**src/rtl/remap_pkg.sv**
```systemverilog
package remap_pkg;
  localparam int unsigned DIM_W  = 6;
  localparam int unsigned NAX    = 3;
  localparam int unsigned PERM_W = 3;
  localparam int unsigned CFG_W  = 32;
  localparam int unsigned AX_W   = 2;
  localparam int unsigned IDX_W  = NAX * DIM_W;

  localparam int unsigned X_LSB = 0;
  localparam int unsigned Y_LSB = DIM_W;
  localparam int unsigned Z_LSB = 2 * DIM_W;
  localparam int unsigned P_LSB = 3 * DIM_W;
  localparam int unsigned I_LSB = P_LSB + PERM_W;
  localparam int unsigned M_LSB = I_LSB + NAX;

  typedef logic [AX_W-1:0] axis_t;
  localparam axis_t AX_X = 2'd0;
  localparam axis_t AX_Y = 2'd1;
  localparam axis_t AX_Z = 2'd2;

  typedef struct packed {
    logic                          bypass;
    logic [DIM_W-1:0]              modv;
    logic [NAX-1:0]                inv;
    axis_t [NAX-1:0]               order;  // [0] innermost
    logic [NAX-1:0][DIM_W-1:0]     lim;
  } shape_t;

  function automatic logic [DIM_W-1:0] eff_size(logic [DIM_W-1:0] f);
    return (f == '0) ? DIM_W'(1) : f;
  endfunction

  function automatic shape_t decode_shape(logic [CFG_W-1:0] w);
    shape_t s;
    s.bypass = (w == '0);
    s.modv   = w[M_LSB +: DIM_W];
    s.inv    = w[I_LSB +: NAX];
    s.lim[0] = eff_size(w[X_LSB +: DIM_W]);
    s.lim[1] = eff_size(w[Y_LSB +: DIM_W]);
    s.lim[2] = eff_size(w[Z_LSB +: DIM_W]);
    // packed as {outer, middle, inner}
    case (w[P_LSB +: PERM_W])
      3'd1:    s.order = {AX_Y, AX_Z, AX_X};
      3'd2:    s.order = {AX_Z, AX_X, AX_Y};
      3'd3:    s.order = {AX_X, AX_Z, AX_Y};
      3'd4:    s.order = {AX_Y, AX_X, AX_Z};
      3'd5:    s.order = {AX_X, AX_Y, AX_Z};
      default: s.order = {AX_Z, AX_Y, AX_X};
    endcase
    return s;
  endfunction
endpackage

```
**src/rtl/remap_axis_walk.sv**
```systemverilog
module remap_axis_walk
  import remap_pkg::*;
(
  input  logic [NAX-1:0][DIM_W-1:0] coord_i,
  input  logic [NAX-1:0][DIM_W-1:0] lim_i,
  input  axis_t [NAX-1:0]           order_i,
  output logic [NAX-1:0][DIM_W-1:0] coord_o
);
  // odometer step: innermost axis first, carry outward
  always_comb begin
    logic carry;
    axis_t a;
    coord_o = coord_i;
    carry   = 1'b1;
    for (int k = 0; k < NAX; k++) begin
      a = order_i[k];
      if (carry) begin
        if ({1'b0, coord_i[a]} + (DIM_W+1)'(1) == {1'b0, lim_i[a]}) begin
          coord_o[a] = '0;
        end else begin
          coord_o[a] = coord_i[a] + DIM_W'(1);
          carry      = 1'b0;
        end
      end
    end
  end
endmodule

```
**src/rtl/remap_linearize.sv**
```systemverilog
module remap_linearize
  import remap_pkg::*;
(
  input  logic [NAX-1:0][DIM_W-1:0] coord_i,
  input  logic [NAX-1:0][DIM_W-1:0] lim_i,
  input  logic [NAX-1:0]            inv_i,
  output logic [IDX_W-1:0]          idx_o
);
  logic [NAX-1:0][DIM_W-1:0] pos;

  for (genvar g = 0; g < NAX; g++) begin : g_ax
    assign pos[g] = inv_i[g] ? (lim_i[g] - DIM_W'(1) - coord_i[g]) : coord_i[g];
  end

  assign idx_o = IDX_W'(pos[0])
               + IDX_W'(pos[1]) * IDX_W'(lim_i[0])
               + IDX_W'(pos[2]) * IDX_W'(lim_i[0]) * IDX_W'(lim_i[1]);
endmodule

```
**src/rtl/remap_mod_reduce.sv**
```systemverilog
module remap_mod_reduce #(
  parameter int unsigned IW = 18,
  parameter int unsigned MW = 6
) (
  input  logic [IW-1:0] val_i,
  input  logic [MW-1:0] mod_i,
  output logic [IW-1:0] val_o
);
  localparam int unsigned EW = IW + MW;

  logic [IW:0][IW-1:0] rem;
  assign rem[0] = val_i;

  // restoring reduction: subtract mod<<sh when it fits, sh from IW-1 down to 0
  for (genvar g = 0; g < IW; g++) begin : g_stage
    localparam int unsigned SH = IW - 1 - g;
    logic [EW-1:0] dvs;
    logic          fits;
    assign dvs  = EW'(mod_i) << SH;
    assign fits = (EW'(rem[g]) >= dvs);
    assign rem[g+1] = fits ? (rem[g] - dvs[IW-1:0]) : rem[g];
  end

  assign val_o = (mod_i == '0) ? val_i : rem[IW];
endmodule

```
**src/rtl/idx_remap_gen.sv**
```systemverilog
module idx_remap_gen
  import remap_pkg::*;
(
  input  logic             clk_i,
  input  logic             rst_ni,
  input  logic             start_i,
  input  logic [CFG_W-1:0] cfg_i,
  input  logic [IDX_W-1:0] vl_i,
  input  logic             ready_i,
  output logic             valid_o,
  output logic [IDX_W-1:0] idx_o,
  output logic             last_o
);
  shape_t shp_cfg, shp_q, shp;
  logic [NAX-1:0][DIM_W-1:0] coord_q, coord_step, coord_nxt;
  logic [IDX_W-1:0] lin_q, lin_nxt, raw_idx, red_idx, idx_nxt, total;
  logic [IDX_W-1:0] rem_q;
  logic             active_q, last_q, fire;

  assign shp_cfg = decode_shape(cfg_i);
  assign shp     = start_i ? shp_cfg : shp_q;
  assign fire    = active_q & ready_i;

  remap_axis_walk u_walk (
    .coord_i (coord_q),
    .lim_i   (shp_q.lim),
    .order_i (shp_q.order),
    .coord_o (coord_step)
  );

  assign coord_nxt = start_i ? '0 : coord_step;
  assign lin_nxt   = start_i ? '0 : lin_q + IDX_W'(1);

  remap_linearize u_lin (
    .coord_i (coord_nxt),
    .lim_i   (shp.lim),
    .inv_i   (shp.inv),
    .idx_o   (raw_idx)
  );

  remap_mod_reduce #(.IW(IDX_W), .MW(DIM_W)) u_mod (
    .val_i (raw_idx),
    .mod_i (shp.modv),
    .val_o (red_idx)
  );

  assign idx_nxt = shp.bypass ? lin_nxt : red_idx;

  always_comb begin
    if (shp_cfg.bypass) total = (vl_i == '0) ? IDX_W'(1) : vl_i;
    else total = IDX_W'(shp_cfg.lim[0]) * IDX_W'(shp_cfg.lim[1]) * IDX_W'(shp_cfg.lim[2]);
  end

  always_ff @(posedge clk_i or negedge rst_ni) begin
    if (!rst_ni) begin
      shp_q    <= '0;
      coord_q  <= '0;
      lin_q    <= '0;
      rem_q    <= '0;
      idx_o    <= '0;
      active_q <= 1'b0;
      last_q   <= 1'b0;
    end else if (start_i) begin
      shp_q    <= shp_cfg;
      coord_q  <= coord_nxt;
      lin_q    <= lin_nxt;
      rem_q    <= total;
      idx_o    <= idx_nxt;
      active_q <= 1'b1;
      last_q   <= (total == IDX_W'(1));
    end else if (fire) begin
      if (last_q) begin
        active_q <= 1'b0;
        last_q   <= 1'b0;
      end else begin
        coord_q <= coord_nxt;
        lin_q   <= lin_nxt;
        rem_q   <= rem_q - IDX_W'(1);
        idx_o   <= idx_nxt;
        last_q  <= (rem_q == IDX_W'(2));
      end
    end
  end

  assign valid_o = active_q;
  assign last_o  = last_q;
endmodule

```
**config.mk**
```make
export PLATFORM = sky130hd
export DESIGN_NAME = idx_remap_gen
export DESIGN_NICKNAME = d
export VERILOG_FILES = /design/src/rtl/remap_pkg.sv /design/src/rtl/remap_axis_walk.sv /design/src/rtl/remap_linearize.sv /design/src/rtl/remap_mod_reduce.sv /design/src/rtl/idx_remap_gen.sv
export SDC_FILE = /design/constraint.sdc
export NUM_CORES = 1
export LEC_CHECK = 0
export BUFFER_PORTS_ARGS = -buffer_cell sky130_fd_sc_hd__buf_2
export CORE_ASPECT_RATIO = 0.7
export CORE_UTILIZATION = 30
export DETAILED_ROUTE_END_ITERATION = 12
export PLACE_DENSITY_LB_ADDON = 0.2
export SETUP_SLACK_MARGIN = 0.1
export SYNTH_ARGS = -nofsm -noshare
export SYNTH_HDL_FRONTEND = slang
export SYNTH_SLANG_ARGS = --single-unit
```
**constraint.sdc**
```tcl
create_clock -name clk_i -period 91.7 [get_ports clk_i]
set_input_delay 13.755 -clock clk_i [delete_from_list [all_inputs] [get_ports clk_i]]
set_output_delay 13.755 -clock clk_i [all_outputs]
set_load 0.1 [all_outputs]
```
==> impl_metrics.tcl <==
set metrics [dict create \
    drt_pass1_iterations 5 \
    synthTopCellsByCount "nand2_1, inv_1, nor2_1, ha_1, a21oi_1" \
    place_congestion 0.892 \
    cts_buffer_depth 2 \
    syn2layout_area_growth_pct 7.87 \
    fmax_ghz 0.0155 \
    top_layer "met5" \
    track_usage 0.195 \
    syn_area_mm2 0.0248 \
    met2_length_mm 31.9 \
    cp-end-kind "flip-flop" \
    wl_met1_mm 43.5 \
    drtIter0Drc 1704 \
    required_ps 91960 \
    wl_met3_mm 5.74 \
    grt_max_degree 61 \
    vias_per_cell 5.37 \
    critical_path.endpoint "idx_o[2]" \
    clk_pin_slew_ps 90 \
    cp.depth 221 \
    cap_violations 0 \
    min_path_type "flip-flop to flip-flop" \
    critical_path_buf_inv_count 16 \
    criticalPathCategory "input pin to flip-flop" \
    die_width_um 346 \
    synth_seq_cells 108 \
    rows 87 \
    worst_pin_slew_ps 1050 \
    worst-r2r-cell-count 231 \
    crit_path_max_fanout 24 \
    grt_pass1_vias 22000 \
    syn_nets 3620 \
    cts_resized 0 \
    synthDistinctLibCells 127 \
    synth_top_area_cell "fa_1" \
    final_nets 3654 \
    stdcell_count 4257 \
    final_antenna_net_count 0 \
    synthTopCellsByArea "fa_1, ha_1, dfrtp_1, nand2_1, a21oi_1" \
    synthCells 3150 \
    cts_buffers 9 \
    place_inst 4241 \
    async_flop_share 1.00 \
    setup_viol 0 \
    wl_per_cell_um 19.3 \
    hold_viol 0 \
    start_util 0.305 \
    postCtsSetupBuffers 0 \
    coreArea_mm2 0.0812 \
    hpwl_mm 67.3 \
    ys_warn_count 0 \
    crit_slowest_cell "or4_1" \
    fin_worst_skew_ps 16.5 \
    yosysMostFrequentCell "nand2_1" \
    root_buffer "clkbuf_16" \
    synth_top_area_frac 0.133 \
    slowest_delay_ps 970 \
    grt-ovfl-total 0 \
    synth-edff-count 0 \
    rsz0062_at_grt "false" \
    dieArea_mm2 0.0838 \
    tritoncts "built" \
    drc 0 \
    cts_hold_buffers 0 \
    grt_pass1_wl_mm 130 \
    port-buffer-count 73 \
    cpLargestDelayFamily "compound AO/OA/AOI/OAI gates" \
    crit_arrival_ps 64740 \
    fin_setup_tns_ps 0 \
    io_pins 74 \
    yosysSeqAreaShare 0.109 \
    drive_gt1_frac 0.0841 \
    insertion_delay_ps 390 \
    slew_headroom 0.280 \
    start_kind "input pin" \
    reg2reg_from "shp_q[20]" \
    r2r_slack_ps 37010 \
    slew_viol_final 0 \
    htreeDepth 3 \
    avgSynthCellArea_um2 7.87 \
    clock_sinks 108 \
    r2r_end "idx_o[2]" \
    via_count 22800 \
    ys.flop_type "dfrtp_1" \
    layout_min_cycle_time_ps 64480 \
    outcome "finished clean" \
    startpoint "cfg_i[13]" \
    die_y_um 242 \
    finalWirelength_mm 82.1 \
    timing.final.crit_share 0.703 \
    antenna_found_initial 4 \
]
[state kept, by name (all words and copies together), names as in the netlist]
name,cells
rem_q,18
lin_q,18
shp_q,34
idx_o,18
valid_o,1
coord_q,18
last_o,1
[per-stage QoR]
| step | utilization | worst slack, ps | hold WS [ps] | cell area, um^2 |
|---|---|---|---|---|
| after floorplan | - | 32790 | 507 | 24800 |
| after detailed placement | 0.325 | 27490 | 535 | 26400 |
| after CTS | 0.329 | 27780 | 554 | 26700 |
| after global routing | 0.329 | 22170 | 584 | 26700 |
| final | 0.329 | 27220 | 558 | 26700 |
| after global placement | 0.325 | 28410 | 528 | 26400 |
[final cells by class]
cell class              instances  area, um^2
flip-flops and latches        108        2700
multi-input cells            2651       20600
clock buffers                   9         225
well taps                    1068        1340
inverters                     307        1150
repair buffers                107         626
diodes                          1        2.50
fillers                      8758       54500
clock inverters                 6        82.6
[metal layers]
layer | vias to the layer above | global-route usage
met5 | - | 0
met4 | 2 | 0.0269
met3 | 50 | 0.0394
met2 | 653 | 0.271
met1 | 11000 | 0.307
li1 | 11100 | -
[cell families after synthesis]
| group | count (synthesis) | synth area share |
|---|---|---|
| buffers and inverters | 391 | 0.0613 |
| flip-flops | 108 | 0.109 |
| XOR/XNOR | 228 | 0.0824 |
| multiplexers | 127 | 0.0546 |
| adder cells (fa/ha/maj) | 417 | 0.260 |
| AO/OA/AOI/OAI | 789 | 0.214 |
| AND/OR/NAND/NOR | 1090 | 0.218 |
[worst min-delay path by stage]
| stage | endpoint | depth (start not counted) | slack (ps) | start |
|---|---|---|---|---|
| 2_1_floorplan | coord_q[16] | 2 | 510 | coord_q[16] |
| 3_3_place_gp | valid_o | 1 | 530 | valid_o |
| 3_5_place_dp | valid_o | 1 | 540 | valid_o |
| 4_1_cts | valid_o | 1 | 550 | valid_o |
| 5_1_grt | valid_o | 1 | 580 | valid_o |
| 6_report | lin_q[7] | 2 | 560 | lin_q[7] |
[layout by cell type, fill, tap and decap left out, drive strengths merged, types with 14 or more instances in the layout]
cell / count
nand3: 62
mux2i: 90
nand2: 320
and2: 48
mux2: 37
a21o: 79
and3: 34
o21a: 21
nor2: 293
nand4: 38
a211oi: 46
buf: 107
xnor2: 122
a22oi: 14
o21ai: 169
nor2b: 54
or2: 22
o21bai: 27
a21oi: 234
a31oi: 25
inv: 308
nor4: 35
nand2b: 72
nor3: 48
ha: 251
a211o: 15
fa: 165
xor2: 106
dfrtp: 108
[worst min-delay path, stage by stage (launching register included)]
cell and delay (ps):
dfrtp_1 360, or3_1 110, a21oi_1 60
Power is not shown: default switching activity piles up to over one toggle a cycle in this logic, so the estimate is an artifact.
